$ cat config.mk
export PLATFORM = sky130hd
export DESIGN_NAME = clk_ratio_sync
export DESIGN_NICKNAME = d
export VERILOG_FILES = /design/src/rtl/clk_ratio_pkg.sv /design/src/rtl/ratio_meas.sv /design/src/rtl/os_tick_gen.sv /design/src/rtl/smp_resync.sv /design/src/rtl/clk_ratio_sync.sv
export SDC_FILE = /design/constraint.sdc
export NUM_CORES = 1
export LEC_CHECK = 0
export ABC_AREA = 1
export BUFFER_PORTS_ARGS = -buffer_cell sky130_fd_sc_hd__buf_4
export CELL_PAD_IN_SITES_DETAIL_PLACEMENT = 1
export CELL_PAD_IN_SITES_GLOBAL_PLACEMENT = 2
export CORE_ASPECT_RATIO = 1.2
export CORE_UTILIZATION = 37
export DETAILED_ROUTE_END_ITERATION = 7
export GPL_TIMING_DRIVEN = 0
export PLACE_DENSITY = 0.8
export RECOVER_POWER = 50
export SLEW_MARGIN = 40
export SYNTH_ARGS = -nofsm -noshare
export SYNTH_HDL_FRONTEND = slang
export SYNTH_SLANG_ARGS = --single-unit
$ cat constraint.sdc
create_clock -name clk_i -period 3.5 [get_ports clk_i]
set_input_delay 0.35 -clock clk_i [delete_from_list [all_inputs] [get_ports clk_i]]
set_output_delay 0.35 -clock clk_i [all_outputs]
set_load 0.05 [all_outputs]
$ cat src/rtl/clk_ratio_pkg.sv
package clk_ratio_pkg;

  typedef enum logic [1:0] {
    RAT_NONE = 2'd0,
    RAT_256  = 2'd1,
    RAT_384  = 2'd2,
    RAT_512  = 2'd3
  } ratio_e;

  localparam int NOM_W = 10;

  function automatic logic [NOM_W-1:0] nominal_cycles(ratio_e r);
    case (r)
      RAT_256: return 10'd256;
      RAT_384: return 10'd384;
      RAT_512: return 10'd512;
      default: return 10'd0;
    endcase
  endfunction

  function automatic logic [3:0] tick_div(ratio_e r);
    case (r)
      RAT_384: return 4'd6;
      RAT_512: return 4'd8;
      default: return 4'd4;
    endcase
  endfunction

endpackage

$ cat src/rtl/ratio_meas.sv
module ratio_meas
  import clk_ratio_pkg::*;
#(
  parameter int CNT_W = 11,
  parameter int TOL   = 2
) (
  input  logic   clk_i,
  input  logic   rst_ni,
  input  logic   rise_i,
  output ratio_e ratio_o,
  output logic   lock_o,
  output logic   slip_early_o,
  output logic   slip_late_o
);
  localparam int XW = CNT_W + 1;
  localparam logic [CNT_W-1:0] CNT_MAX = '1;

  logic [CNT_W-1:0] cnt_q;
  logic             seen_q, slipped_q;
  ratio_e           prev_q, cls;
  logic [XW-1:0]    meas, nom, quarter;
  logic             early, late, sat;

  assign meas    = {1'b0, cnt_q};
  assign nom     = XW'(nominal_cycles(ratio_o));
  assign quarter = nom >> 2;
  assign early   = meas < (nom - quarter);
  assign late    = meas > (nom + quarter);
  assign sat     = (cnt_q == CNT_MAX) && !rise_i;

  always_comb begin
    cls = RAT_NONE;
    for (int k = 1; k < 4; k++) begin
      if ((meas + XW'(TOL) >= XW'(nominal_cycles(ratio_e'(2'(k))))) &&
          (meas <= XW'(nominal_cycles(ratio_e'(2'(k)))) + XW'(TOL)))
        cls = ratio_e'(2'(k));
    end
  end

  always_ff @(posedge clk_i) begin
    if (!rst_ni) begin
      cnt_q <= '0;
    end else if (rise_i) begin
      cnt_q <= CNT_W'(1);
    end else if (cnt_q != CNT_MAX) begin
      cnt_q <= cnt_q + CNT_W'(1);
    end
  end

  always_ff @(posedge clk_i) begin
    if (!rst_ni) begin
      seen_q       <= 1'b0;
      slipped_q    <= 1'b0;
      lock_o       <= 1'b0;
      ratio_o      <= RAT_NONE;
      prev_q       <= RAT_NONE;
      slip_early_o <= 1'b0;
      slip_late_o  <= 1'b0;
    end else begin
      slip_early_o <= 1'b0;
      slip_late_o  <= 1'b0;
      if (sat) begin
        lock_o    <= 1'b0;
        seen_q    <= 1'b0;
        prev_q    <= RAT_NONE;
        slipped_q <= 1'b0;
      end else if (rise_i) begin
        seen_q <= 1'b1;
        if (seen_q) begin
          if (!lock_o) begin
            if (cls != RAT_NONE && cls == prev_q) begin
              lock_o  <= 1'b1;
              ratio_o <= cls;
            end
            prev_q <= cls;
          end else if (early || late) begin
            if (!slipped_q) begin
              slipped_q    <= 1'b1;
              slip_early_o <= early;
              slip_late_o  <= late;
            end else begin
              lock_o    <= 1'b0;
              slipped_q <= 1'b0;
              prev_q    <= cls;
            end
          end else begin
            slipped_q <= 1'b0;
          end
        end
      end
    end
  end

  assert_lock_has_ratio_R3: assert property (@(posedge clk_i) disable iff (!rst_ni)
    lock_o |-> (ratio_o != RAT_NONE));
  assert_lock_on_edge_R3: assert property (@(posedge clk_i) disable iff (!rst_ni)
    $rose(lock_o) |-> $past(rise_i));
  assert_slip_one_dir_R7: assert property (@(posedge clk_i) disable iff (!rst_ni)
    !(slip_early_o && slip_late_o));
  assert_slip_while_locked_R8: assert property (@(posedge clk_i) disable iff (!rst_ni)
    (slip_early_o || slip_late_o) |-> lock_o);
endmodule

$ cat src/rtl/os_tick_gen.sv
module os_tick_gen
  import clk_ratio_pkg::*;
#(
  parameter int PH_W = 4
) (
  input  logic   clk_i,
  input  logic   rst_ni,
  input  logic   rise_i,
  input  ratio_e ratio_i,
  output logic   tick_o
);
  logic [PH_W-1:0] ph_q;
  logic [PH_W-1:0] last;

  assign last   = PH_W'(tick_div(ratio_i) - 4'd1);
  assign tick_o = (ratio_i != RAT_NONE) && (ph_q == '0);

  always_ff @(posedge clk_i) begin
    if (!rst_ni)         ph_q <= '0;
    else if (rise_i)     ph_q <= '0;
    else if (ph_q >= last) ph_q <= '0;
    else                 ph_q <= ph_q + PH_W'(1);
  end

  assert_tick_gap_R5: assert property (@(posedge clk_i) disable iff (!rst_ni)
    (tick_o && !rise_i) |=> !tick_o);
endmodule

$ cat src/rtl/smp_resync.sv
module smp_resync (
  input  logic clk_i,
  input  logic rst_ni,
  input  logic smp_stb_i,
  input  logic slip_early_i,
  input  logic slip_late_i,
  output logic pass_o,
  output logic drop_o,
  output logic rep_o
);
  logic pend_q, drop_now;

  assign drop_now = pend_q || slip_early_i;

  always_ff @(posedge clk_i) begin
    if (!rst_ni) begin
      pend_q <= 1'b0;
      pass_o <= 1'b0;
      drop_o <= 1'b0;
      rep_o  <= 1'b0;
    end else begin
      rep_o  <= slip_late_i;
      pass_o <= smp_stb_i && !drop_now;
      drop_o <= smp_stb_i && drop_now;
      pend_q <= drop_now && !smp_stb_i;
    end
  end

  assert_strobe_answered_R10: assert property (@(posedge clk_i) disable iff (!rst_ni)
    smp_stb_i |=> (pass_o ^ drop_o));
  assert_no_unasked_R10: assert property (@(posedge clk_i) disable iff (!rst_ni)
    !smp_stb_i |=> !(pass_o || drop_o));
endmodule

$ cat src/rtl/clk_ratio_sync.sv
module clk_ratio_sync
  import clk_ratio_pkg::*;
#(
  parameter int CNT_W = 11,
  parameter int TOL   = 2
) (
  input  logic       clk_i,
  input  logic       rst_ni,
  input  logic       wclk_i,
  input  logic       smp_stb_i,
  output logic [1:0] ratio_o,
  output logic       lock_o,
  output logic       os_tick_o,
  output logic       smp_pass_o,
  output logic       smp_drop_o,
  output logic       smp_rep_o
);
  logic   wclk_q, rise, slip_e, slip_l;
  ratio_e ratio;

  always_ff @(posedge clk_i) begin
    if (!rst_ni) wclk_q <= 1'b0;
    else         wclk_q <= wclk_i;
  end
  assign rise    = wclk_i && !wclk_q;
  assign ratio_o = ratio;

  ratio_meas #(.CNT_W(CNT_W), .TOL(TOL)) u_meas (
    .clk_i(clk_i), .rst_ni(rst_ni), .rise_i(rise),
    .ratio_o(ratio), .lock_o(lock_o),
    .slip_early_o(slip_e), .slip_late_o(slip_l)
  );

  os_tick_gen #(.PH_W(4)) u_tick (
    .clk_i(clk_i), .rst_ni(rst_ni), .rise_i(rise),
    .ratio_i(ratio), .tick_o(os_tick_o)
  );

  smp_resync u_resync (
    .clk_i(clk_i), .rst_ni(rst_ni), .smp_stb_i(smp_stb_i),
    .slip_early_i(slip_e), .slip_late_i(slip_l),
    .pass_o(smp_pass_o), .drop_o(smp_drop_o), .rep_o(smp_rep_o)
  );
endmodule

== Yosys cells after proc, flatten, opt, wreduce, memory -nomap -nowiden ==
Index checks and enable logic that the tools add are counted.
Word-level totals
  latch bits: 0
  bits in read-only memories: 0
  register bits after elaboration: 29
  RAM bits: 0
  logic and storage cells: 87
  memories kept: 0
  bits of input ports: 4
Operators by class
  multiply operators: 0
  reductions and logical operators: 28
  $add $sub $neg: 6
  multiplexer cells: 15
  div/mod/pow operators: 0
  order comparisons: 9
  shift operators: 0
  equal/unequal tests: 8
  bitwise logic cells: 6
Operators by type and width (count)
  10-bit case mux with 3 select lines: 1
  12-bit by 9-bit >= comparator with 1-bit output (second input constant): 2
  11-bit by 9-bit less-or-equal comparator with 1-bit output (second input constant): 2
  11-bit by 2-bit adder with 12-bit output (second input constant): 1
  12-bit by 10-bit >= comparator with 1-bit output (second input constant): 1
  11-bit by 12-bit less-than comparator with 1-bit output: 1
  10-bit by 8-bit adder with 11-bit output: 1
  11-bit by 1-bit adder with 11-bit output (second input constant): 1
  11-bit == test (second input constant): 1
  11-bit > comparator: 1
  11-bit by 10-bit less-or-equal comparator with 1-bit output (second input constant): 1
  11-bit inequality test (second input constant): 1
  10-bit by 8-bit subtractor with 11-bit output: 1
  1-bit logical AND: 10
  2-bit 2-to-1 mux: 5
  1-bit 2-to-1 mux: 8
  4-bit case mux with 2 select lines: 1
  7-bit OR reduction: 1
  1-bit NOT: 6
  2-bit nonzero test: 3
  5-bit AND reduction: 1
  4-bit by 1-bit adder with 4-bit output (second input constant): 1
  2-bit == test (second input constant): 2
  4-bit >= comparator: 1
  other kinds (12): 18

== Logic depth before layout (Yosys ltp) ==
Gate-level depths: netlist (run 1).
  depth after elaboration: 10
  mapped depth: 18
  depth with buffers taken out: 18

== Cells and area by module ==
A second synthesis (run 1) with hierarchy kept.
Second synthesis, totals
  cells, all modules: 322
  area, all modules: 2158.3 um2
Modules (own cells, without submodules)
  ratio_meas: seq. area each 400.4 um2, times used 1, area each 1721.7 um2, cells each 261
  os_tick_gen: seq. area each 80.1 um2, times used 1, area each 274.0 um2, cells each 40
  smp_resync: seq. area each 80.1 um2, times used 1, area each 125.1 um2, cells each 16
  clk_ratio_sync: seq. area each 20.0 um2, times used 1, area each 37.5 um2, cells each 5

== Least setup slack after synthesis (run 1) ==
Ideal clock, no wire load.
  kind: reg-to-output
  start point: reg u_meas.ratio_o[0]
  end point: out os_tick_o
  buffers on the path: 0
  data required time: 3.150 ns
  setup slack: 0.595 ns
  arrival: 2.555 ns
  cell stages (with the launch flop): 4
  cells stage by stage: dfxtp_1 inv_1 ha_1 nor4_1
On the way
  cells in the longest elaborated chain, start to end: 2
RTL lines
  start, declared: RTL line ratio_meas.sv:10  | output ratio_e ratio_o,
  start signal, assigned: RTL line ratio_meas.sv:73  | ratio_o <= cls;
  2-bit nonzero test: RTL line os_tick_gen.sv:16  | assign tick_o = (ratio_i != RAT_NONE) && (ph_q == '0);
  1-bit logical AND: RTL line os_tick_gen.sv:16
  end, declared: RTL line clk_ratio_sync.sv:13  | output logic os_tick_o,
No other way between the ends.

== Final worst setup path (run 1) ==
  start point: reg u_meas.ratio_o[0]
  end point: reg u_meas.prev_q[0]
On the way
  cells in the longest elaborated chain, start to end: 7
  elaborated cells between the ends (all ways): 11
RTL lines
  2-bit == test / 2-bit by 1-bit == test with 1-bit output (equally long branches): RTL line clk_ratio_pkg.sv:13  | case (r)
  10-bit case mux with 3 select lines (*): RTL line clk_ratio_pkg.sv:13
  10-bit by 8-bit subtractor with 11-bit output / 10-bit by 8-bit adder with 11-bit output (equally long branches): RTL line ratio_meas.sv:27, ratio_meas.sv:28
  11-bit by 12-bit less-than comparator with 1-bit output / 11-bit > comparator (equally long branches): RTL line ratio_meas.sv:27, ratio_meas.sv:28
  1-bit logical OR (*): RTL line ratio_meas.sv:76  | end else if (early || late) begin
  2-bit inequality test (no line) (*)
  4-bit AND reduction (no line) (*)
  end signal, assigned: RTL line ratio_meas.sv:75  | prev_q <= cls;
  end signal, assigned: RTL line ratio_meas.sv:84  | prev_q <= cls;
  end, declared: RTL line ratio_meas.sv:20  | ratio_e prev_q, cls;
Every way passes the cells marked *; elsewhere a longest branch is shown, timed or not.
A chain may end at the register's enable or synchronous reset.

==> reports/metrics.cfg, run 1 <==
[timing]
whs_ns=0.223
rsz0062_at_grt=no
finalCritPeriodShare=0.781
slew_headroom=0.505
setup_tns_ns=0
worst_slew_pin_slew_ns=0.740
skew_ns=0.00540
setup_ws_ns=0.767
max_freq_mhz=366
slew_viol_final=0
min_period_ns=2.73
hold_viol=0
finalSetupViolCount=0

[die]
die_area_um2=5790
coreArea_um2=5300
placementRows=29
fp.dieW_um=69.7
dieHeight_um=83.2
io_pins=11
start_util=0.384

[routing]
wl_per_cell_um=12.8
drt_iter0_drc=43
wirelength_um=4720
drtPass1Iterations=4
postRouteAntennaNets=0
drc=0
viasPerCell=4.92
num_vias=1821

[yosys]
ys_ff_latch=29
synthArstFlopShare=0
synth_area_per_cell_um2=7.01
synthCells=290
synth_area_um2=2030
synthesis.nets=324
ys_types=29
synth_warnings=0
ys_seq_area_frac=0.286
synth_edf_count=0
ys.flop_type=dfxtp_1

[power_and_ir_drop]
p_leak_uw=0.00110
intPower_uw=565
peakVddDrop_uv=158
powerDensity_nw_per_um2=332
p_sw_frac=0.246
p_seq_frac=0.456
p_clk_frac=0.479
p_switching_uw=185
power_frac_comb=0.065

[global_route]
first_global_vias=1922
antenna_found_initial=0
grt_pass1_wl_um=8700
grt.total_usage=0.189
grt_max_degree=12
grt_overflow_total=0

[run]
drv_cap=0

[cells_and_area]
fill_cells=714
drive_gt1_frac=0.0974
num_antenna_cells=0
fin_nets=341
area_growth_pct=11.0
fin_cells=370

[setup_path]
crit_arrival_ns=2.92
critPathKind=reg -> reg
cp_max_fo=6
critical_path_required_ns=3.68
crit_path_end_kind=flop
critPathLaunchType=flop
reg2reg_slack_ns=0.77

[cts]
postCtsSetupRepairBufs=0
cts_resized=0
cts.sinks=29
cts_hold_buffers=0
clock_latency_ns=0.29
clk_path_buf_depth=2
h-tree-depth=2
cts_tree=built
path_clk_slew_ns=0.07
cts_root_buf=clkbuf_8
cts_buffers=5

[outcome]
status=finished, final reports clean

[placed_design]
dp_slack_ns=0.783
place_congestion=0.804
dp.cells=362
hpwl_um=3910
numPortBuffers=10

[worst_hold_path]
hp-class=in -> reg

## critical path, cell delays in order (launching register included)
cell      delay [ns]
dfxtp_1         0.37
inv_1           0.17
ha_1            0.29
inv_1           0.07
ha_1            0.27
inv_1           0.04
ha_1            0.26
nand2_1         0.07
o31ai_1         0.46
nand2_1         0.16
nand2_1         0.11
nand2_1         0.05
nand2_1         0.11
nand2_1         0.07
o211ai_1        0.08
inv_1           0.05
## flip-flops by register name (all words and copies together), names as in the netlist
name,count
u_meas.cnt_q,11
u_meas.slipped_q,1
u_meas.prev_q,2
u_meas.slip_early_o,1
u_resync.rep_o,1
u_resync.drop_o,1
u_tick.ph_q,4
u_meas.seen_q,1
u_meas.ratio_o,2
u_meas.slip_late_o,1
u_resync.pass_o,1
u_resync.pend_q,1
u_meas.lock_o,1
wclk_q,1
## power groups by stage
stage          registers, uW  logic, uW  clock network (uW)
2_1_floorplan            351       32.5                   0
3_3_place_gp             350       49.9                   0
3_5_place_dp             350       50.5                   0
4_1_cts                  342       50.7                 373
5_1_grt                  343       57.6                 384
6_report                 342       48.5                 359
## cells in the mapped netlist, types with 2 or more instances
cell,number,share of area
o211ai_1,5,0.018
o21ai_0,5,0.012
dfxtp_1,29,0.29
nand4_1,4,0.012
xnor2_1,2,0.0086
nor2_1,32,0.059
a211oi_1,2,0.0074
xor2_1,3,0.013
nor2_2,4,0.012
nand3_1,17,0.042
nand2_2,11,0.034
ha_1,30,0.18
inv_1,57,0.11
nor4_1,2,0.0062
nor3_1,4,0.0099
a21oi_1,16,0.039
nand2_1,55,0.10
## cell usage in the layout (no fill, tap or decap)
cell,instances
inv_1,57
nand2_1,56
nor2_1,32
ha_1,30
dfxtp_1,29
nand3_1,18
a21oi_1,16
nand2_2,10
clkbuf_1,8
o211ai_1,5
o21ai_0,5
clkbuf_8,5
nor2_2,4
nor3_1,4
nand4_1,4
buf_4,3
xor2_1,3
nor4_1,2
a211oi_1,2
xnor2_1,2
nor4b_1,1
nor2_4,1
o21ai_2,1
o31ai_1,1
a21oi_2,1
and2_2,1
inv_2,1
o21ai_1,1
o22ai_1,1
or2_0,1
bufinv_16,1
clkinv_4,1
clkinvlp_4,1
## area by class of cell
type,instances,area (um^2),area share
timing repair buffer,10,45.0,0.0200
clock inverter,3,46.3,0.0205
tap,62,77.6,0.0344
sequential,29,581,0.257
multi-input combinational,202,1210,0.537
clock buffer,5,68.8,0.0305
inverter,58,218,0.0965
buffer,1,7.51,0.00333
## cell families (layout without fill, tap and decap cells)
| kind of cell | Yosys count | after routing | synth area share |
|---|---|---|---|
| and+or+nand+nor | 134 | 134 | 0.302 |
| adders and majority gates | 30 | 30 | 0.185 |
| xor gates and xnor gates | 5 | 5 | 0.0216 |
| DFF | 29 | 29 | 0.286 |
| AOI/OAI and AO/OA | 33 | 33 | 0.0954 |
| buffers and inverters | 59 | 77 | 0.111 |
## worst paths after layout
kind	from	endpoint	cells past startpoint
worst max-delay path	u_meas.ratio_o[0]$_SDFFE_PN0P_	u_meas.prev_q[0]$_SDFFE_PP0P_	15
worst min-delay path	smp_stb_i	u_resync.pend_q$_SDFF_PN0_	2
worst max register to register	u_meas.ratio_o[0]$_SDFFE_PN0P_	u_meas.prev_q[0]$_SDFFE_PP0P_	15
worst min register to register	u_meas.slip_late_o$_SDFF_PP0_	u_resync.rep_o$_SDFF_PN0_	2
## stage by stage
stage / total power, uW / util / cell area (um^2)
after floorplan: 383 / - / 2030
after global placement: 400 / 0.412 / 2180
after detailed placement: 401 / 0.412 / 2180
after CTS: 766 / 0.434 / 2300
after global routing: 785 / 0.426 / 2260
final: 750 / 0.426 / 2260
## layer usage
metal	share of wire	track usage	up-vias
li1	-	-	949
met1	0.45	0.228	853
met2	0.51	0.335	13
met3	0.019	0.0400	6
met4	0.014	0.0545	0
met5	0	0	-
No activity file was read; power rests on OpenSTA's default activity.
==> run 2, diff against run 1 <==
- ABC_AREA: 1 -> 0
- CORE_UTILIZATION: 37 -> 33
- PLACE_DENSITY: 0.8 -> 0.71
- clock period: 3.5 -> 2.25 ns (I/O delays scaled with it)
==> reports/metrics.cfg, run 2 <==
[yosys]
ys_seq_area_frac=0.314  ; +0.0282
ys.flop_type=dfxtp_1
ys_types=45  ; +55%
synth_area_um2=1850  ; -9.0%
synth_warnings=0  ; unchanged
netlist_top_cells_count=30 x ha_1, 29 x dfxtp_1, 29 x nor2_1
synthArstFlopShare=0  ; unchanged
synth_edf_count=0  ; unchanged
synth_area_leaders=dfxtp_1 31%, ha_1 20%, nor2_1 5.9%, inv_1 4.3%, xnor2_1 3.3%
synthCells=217  ; -25%
yosysMostFrequentCell=ha_1
ys_ff_latch=29  ; unchanged
synthesis.nets=251  ; -23%
synth.top_cell.area_share=0.314  ; +0.0282
synth_area_per_cell_um2=8.52  ; +22%
yosysTopAreaCell=dfxtp_1

[routing]
drc=0  ; unchanged
wirelength_um=4740  ; +0.32%
num_vias=1584  ; -13%
wl_per_cell_um=15.5  ; +22%
viasPerCell=5.19  ; +5.5%
postRouteAntennaNets=0  ; unchanged
drtPass1Iterations=4  ; unchanged
drt_iter0_drc=55  ; +28%

[global_route]
groute.layer.met1.usage=0.195  ; -0.0329
grt_overflow_total=0  ; unchanged
first_global_vias=1651  ; -14%
grt.total_usage=0.175  ; -0.0147
antenna_found_initial=0  ; unchanged
grt_pass1_wl_um=7940  ; -8.7%
grt_use_met3=0.0423  ; +0.00222
top_usage_layer=met2
grt_max_degree=11  ; -1
grt_util_met2=0.317  ; -0.0185

[cells_and_area]
drive_gt1_frac=0.222  ; +0.125
regArea_um2=592  ; +1.9%
regMostFlops=u_meas.cnt_q
mostFrequentLayoutCells=29 x nor2_1, 24 x dfxtp_1, 22 x ha_1, 19 x inv_1, 14 x nand2_1
area_growth_pct=25.9
largest_register_ffs=11  ; unchanged
fin_cells=305  ; -18%
multi_input_area_um2=1370  ; +13%
post-route-cell-area_um2=2330  ; +3.2%
mostFrequentLayoutCell=nor2_1
num_antenna_cells=0  ; unchanged
fin_nets=276  ; -19%
top_regs=u_meas.cnt_q x11, u_tick.ph_q x4
fill_cells=635  ; -11%

[placed_design]
dp_slack_ns=-0.419  ; -1.20 ns
dp.cells=289  ; -20%
place_congestion=0.814  ; +1.2%
hpwl_um=3490  ; -11%
numPortBuffers=10  ; unchanged
placed_area_um2=2060  ; -5.9%

[worst_hold_path]
hp-class=in -> reg
worstHoldStart=smp_stb_i
holdPathEnd=u_resync.pend_q$_SDFF_PN0_
worstHoldPathCells=2  ; unchanged

[die]
io_pins=11  ; unchanged
coreArea_um2=5330  ; +0.69%
fp.dieW_um=70.3  ; +0.98%
placementRows=29  ; unchanged
die_area_um2=5910  ; +2.0%
start_util=0.347  ; -0.0369
dieHeight_um=84.0  ; +0.99%

[run]
drv_cap=0  ; unchanged

[setup_path]
r2r_cells=9  ; -6
crit_path_end_kind=flop
reg2reg_slack_ns=-0.16  ; -0.93 ns
r2r_start=u_meas.ratio_o[0]$_SDFFE_PN0P_
critPathBufInv=1  ; -3
path_delay_family=compound AO/OA/AOI/OAI gates
worstReg2RegEnd=u_meas.prev_q[0]$_SDFFE_PP0P_
critPathSlowestCell=or4b_4
worstPathCellList=inv_6 > ha_4 > ha_4 > or4b_4 > o32ai_4 > a31oi_4 > o31ai_4 > mux2i_1 > nor2_1
critical_path_required_ns=2.42  ; -1.26 ns
critical_path.max_stage_delay_ns=0.47  ; about the same
cp_max_fo=4  ; -2
critPathKind=reg -> reg
crit_arrival_ns=2.58  ; -0.34 ns
critPathLaunchType=flop
critPathMostFrequentCell=ha_4

[timing]
rsz0062_at_grt=yes
finalSetupViolCount=3  ; +3
slew_viol_final=0  ; unchanged
min_period_ns=2.41  ; -0.322 ns
slew_headroom=0.603  ; +0.0976
whs_ns=0.0987  ; -0.124 ns
worst_slew_pin_slew_ns=0.599  ; -0.141 ns
finalCritPeriodShare=1.07  ; +0.291
skew_ns=0.00695  ; +0.00155 ns
setup_ws_ns=-0.161  ; -0.928 ns
hold_viol=0  ; unchanged
max_freq_mhz=415  ; +13%

[cts]
cts_tree=built
h-tree-depth=2  ; unchanged
clk_path_buf_depth=2  ; unchanged
cts.sinks=29  ; unchanged
path_clk_slew_ns=0.07  ; about the same
cts_buffers=5  ; unchanged
cts_root_buf=clkbuf_8
clock_latency_ns=0.29  ; about the same

[outcome]
failed_checks=negative setup slack
status=finished, violations left

[power_and_ir_drop]
p_leak_uw=0.000908  ; -17%
peakVddDrop_uv=275  ; +74%
powerDensity_nw_per_um2=452  ; +36%
total_power_uw=1050  ; +40%

==> run 2: logic make-up (layout without fill, tap and decap cells) <==
group	Yosys count	in the layout	synth area share
simple gates	84	84	0.237
compound gates	39	39	0.146
fa+ha+maj	30	30	0.203
flops	29	29	0.314
buf+inv	25	51	0.0514
xor+xnor	9	9	0.0426
mux	1	1	0.00541
==> run 2: final cells by class <==
| cell class | count | area share |
|---|---|---|
| multi-input combinational | 163 | 0.586 |
| sequential | 29 | 0.254 |
| timing repair buffer | 18 | 0.0451 |
| inverter | 21 | 0.0360 |
| tap | 62 | 0.0333 |
| clock buffer | 5 | 0.0296 |
| buffer | 4 | 0.00806 |
| clock inverter | 3 | 0.00752 |
==> run 2: metal layers <==
layer,vias up,part of all wire
met5,-,0
li1,801,-
met4,0,0.014
met1,765,0.42
met3,5,0.028
met2,13,0.53
==> run 2: repair_timing <==
action	CTS	global route
pin swaps	6	3
hold buffers	0	0
buffers inserted	4	4
setup endpoints to repair	4	10
hold endpoints to repair	0	0
resized for setup	16	12
==> run 2: worst reg2reg max path: stages, from the launching register on <==
cell and delay, ns:
dfxtp_4 0.39, inv_6 0.05, ha_4 0.18, ha_4 0.25, or4b_4 0.47, o32ai_4 0.34, a31oi_4 0.09, o31ai_4 0.27
mux2i_1 0.22, nor2_1 0.05
==> run 2: how the worst max path moves through the flow <==
stage | startpoint | endpoint | slack, ns | depth (start not counted)
floorplan | u_meas.ratio_o[0]$_SDFFE_PN0P_ | u_meas.prev_q[0]$_SDFFE_PP0P_ | -0.15 | 9
finish | u_meas.ratio_o[0]$_SDFFE_PN0P_ | u_meas.prev_q[0]$_SDFFE_PP0P_ | -0.16 | 9
global route | u_meas.ratio_o[0]$_SDFFE_PN0P_ | u_meas.prev_q[0]$_SDFFE_PP0P_ | -0.26 | 9
global placement | u_meas.ratio_o[0]$_SDFFE_PN0P_ | u_meas.prev_q[1]$_SDFFE_PP0P_ | -0.38 | 12
CTS | u_meas.ratio_o[0]$_SDFFE_PN0P_ | u_meas.prev_q[0]$_SDFFE_PP0P_ | -0.14 | 9
detailed placement | u_meas.ratio_o[0]$_SDFFE_PN0P_ | u_meas.prev_q[1]$_SDFFE_PP0P_ | -0.42 | 12
==> run 2: stage by stage <==
step	TNS, ns	utilization
2_1_floorplan	-0.280	-
3_3_place_gp	-1.26	0.385
3_5_place_dp	-1.35	0.385
4_1_cts	-0.334	0.429
5_1_grt	-0.847	0.437
6_report	-0.348	0.437
==> run 2: power breakdown <==
part	switching [uW]	internal (uW)	total, uW	leakage [uW]
registers	11.4	521	532	0.000238
logic	46.7	33.1	79.7	0.000626
clock network	227	213	440	0.0000439
total	285	767	1050	0.000908
==> run 3, diff against run 2 <==
- CORE_UTILIZATION: 33 -> 40
- CTS_BUF_LIST: not set -> sky130_fd_sc_hd__clkbuf_8
- PLACE_DENSITY: 0.71 -> 0.81
- clock period: 2.25 -> 2.9 ns (I/O delays scaled with it)
==> reports/metrics.cfg, run 3 (synthesis gave the netlist of run 2 again) <==
[outcome]
status=finished, final reports clean

[cts]
clk_path_buf_depth=2  ; unchanged
cts.sinks=29  ; unchanged
cts_buffers=5  ; unchanged
h-tree-depth=2  ; unchanged
clock_latency_ns=0.28  ; about the same
cts_tree=built
path_clk_slew_ns=0.06  ; about the same
cts_hold_buffers=0  ; unchanged
cts_root_buf=clkbuf_8

[power_and_ir_drop]
power_frac_comb=0.058  ; -0.018
p_seq_frac=0.464  ; -0.042
total_power_uw=895  ; -15%
peakVddDrop_uv=200  ; -27%
p_sw_frac=0.216  ; -0.0551
p_clk_frac=0.478  ; +0.060
p_leak_uw=0.000848  ; -6.7%
p_switching_uw=193  ; -32%
powerDensity_nw_per_um2=426  ; -5.7%
intPower_uw=702  ; -8.5%

[cells_and_area]
num_antenna_cells=0  ; unchanged
mostFrequentLayoutCell=nor2_1
drive_gt1_frac=0.0979  ; -0.124
final_core_util=0.482  ; +0.0457
regArea_um2=582  ; -1.7%
area_growth_pct=13.7
multi_input_area_um2=1190  ; -12%
regMostFlops=u_meas.cnt_q
fill_cells=537  ; -15%
top_regs=u_meas.cnt_q x11, u_tick.ph_q x4
largest_register_ffs=11  ; unchanged
mostFrequentLayoutCells=29 x nor2_1, 28 x ha_1, 28 x dfxtp_1, 21 x inv_1, 14 x nand2_1
fin_nets=268  ; -2.9%

[setup_path]
worstPathCellList=inv_2 > ha_4 > ha_1 > or4b_1 > o32ai_1 > a31oi_1 > o31ai_2 > mux2i_1 > nor2_1
crit_arrival_ns=2.88  ; +0.30 ns
critPathBufInv=1  ; unchanged
r2r_start=u_meas.ratio_o[0]$_SDFFE_PN0P_
r2r_cells=9  ; unchanged
reg2reg_slack_ns=0.17  ; +0.33 ns
path_depth=9  ; unchanged
critPathKind=reg -> reg
path_delay_family=compound AO/OA/AOI/OAI gates
critPathSlowestCell=dfxtp_1
crit_path_end_kind=flop
critPathLaunchType=flop
critPathLaunch=u_meas.ratio_o[0]$_SDFFE_PN0P_
worstReg2RegEnd=u_meas.prev_q[0]$_SDFFE_PP0P_
cp_max_fo=5  ; +1
crit_end=u_meas.prev_q[0]$_SDFFE_PP0P_
critical_path.max_stage_delay_ns=0.44  ; -0.03 ns
critical_path_required_ns=3.05  ; +0.63 ns

[timing]
setup_tns_ns=0  ; +0.348 ns
min_period_ns=2.73  ; +0.321 ns
whs_ns=0.184  ; +0.0853 ns
setup_ws_ns=0.168  ; +0.329 ns
slew_headroom=0.600  ; -0.00236
rsz0062_at_grt=no
worst_slew_pin_slew_ns=0.602  ; +0.00356 ns
skew_ns=0.00839  ; +0.00145 ns
finalCritPeriodShare=0.942  ; -0.129
max_freq_mhz=366  ; -12%
slew_viol_final=0  ; unchanged
finalSetupViolCount=0  ; -3
hold_viol=0  ; unchanged

[placed_design]
dp_slack_ns=0.00184  ; +0.421 ns
hpwl_um=3330  ; -4.6%
place_congestion=0.786  ; -3.4%
numPortBuffers=10  ; unchanged

[global_route]
first_global_vias=1523  ; -7.8%
grt.total_usage=0.189  ; +0.0142
grt_max_degree=11  ; unchanged
antenna_found_initial=0  ; unchanged
grt_pass1_wl_um=7180  ; -9.6%
grt_overflow_total=0  ; unchanged

[routing]
drtPass1Iterations=4  ; unchanged
drc=0  ; unchanged
postRouteAntennaNets=0  ; unchanged
num_vias=1534  ; -3.2%
wirelength_um=4250  ; -10%
viasPerCell=5.27  ; +1.5%
wl_per_cell_um=14.6  ; -6.1%
drt_iter0_drc=44  ; -20%

[die]
placementRows=26  ; -10%
coreArea_um2=4360  ; -18%
io_pins=11  ; unchanged
die_area_um2=4900  ; -17%
fp.dieW_um=64.1  ; -8.9%
dieHeight_um=76.5  ; -9.0%
start_util=0.424  ; +0.0775

[run]
drv_cap=0  ; unchanged

[worst_hold_path]
hp-class=in -> reg

-- run 3: how the worst min path moves through the flow --
stage | start | end | depth (start not counted)
3_5_place_dp | u_resync.pend_q$_SDFF_PN0_ | u_resync.pass_o$_SDFF_PN0_ | 1
4_1_cts | smp_stb_i | u_resync.pend_q$_SDFF_PN0_ | 2
5_1_grt | smp_stb_i | u_resync.pend_q$_SDFF_PN0_ | 2
2_1_floorplan | smp_stb_i | u_resync.pend_q$_SDFF_PN0_ | 1
6_report | smp_stb_i | u_resync.pend_q$_SDFF_PN0_ | 2
3_3_place_gp | u_meas.slip_early_o$_SDFF_PP0_ | u_resync.pass_o$_SDFF_PN0_ | 1
-- run 3: per-stage QoR --
step,instances,area (um^2)
final,291,2100
after global routing,291,2100
after CTS,291,2120
after detailed placement,283,2000
after global placement,283,2000
after floorplan,217,1860
-- run 3: final cells by class --
class / instances / area share
clock buffer: 6 / 0.0393
inverter: 21 / 0.0375
tap: 56 / 0.0333
sequential: 29 / 0.277
clock inverter: 2 / 0.0161
multi-input combinational: 163 / 0.568
buffer: 4 / 0.00714
timing repair buffer: 10 / 0.0214
-- run 3: timing repair --
action                     CTS  global route
setup buffers                0             0
pin swaps                    1             1
setup endpoints to repair    1             3
gates resized for setup      2             3
gates cloned                 0             0
-- run 3: worst reg2reg max path, stage by stage, from the launching register on --
cell     delay [ns]
dfxtp_1        0.44
inv_2          0.14
ha_4           0.21
ha_1           0.27
or4b_1         0.44
o32ai_1        0.29
a31oi_1        0.14
o31ai_2        0.39
mux2i_1        0.23
nor2_1         0.05
-- run 3: routing by layer --
metal  vias to the layer above  track usage  wire length (um)
li1                        783            -                 -
met1                       724        0.223              1960
met2                        19        0.337              2110
met3                         8       0.0434               111
met4                         0       0.0455                63
met5                         -            0                 0
-- run 3: power by group through the flow --
stage	Combinational [uW]	Sequential, uW	Clock [uW]
floorplan	34.0	423	0
global placement	51.6	423	0
detailed placement	54.6	424	0
CTS	54.9	415	446
global route	60.2	416	462
finish	52.3	415	428
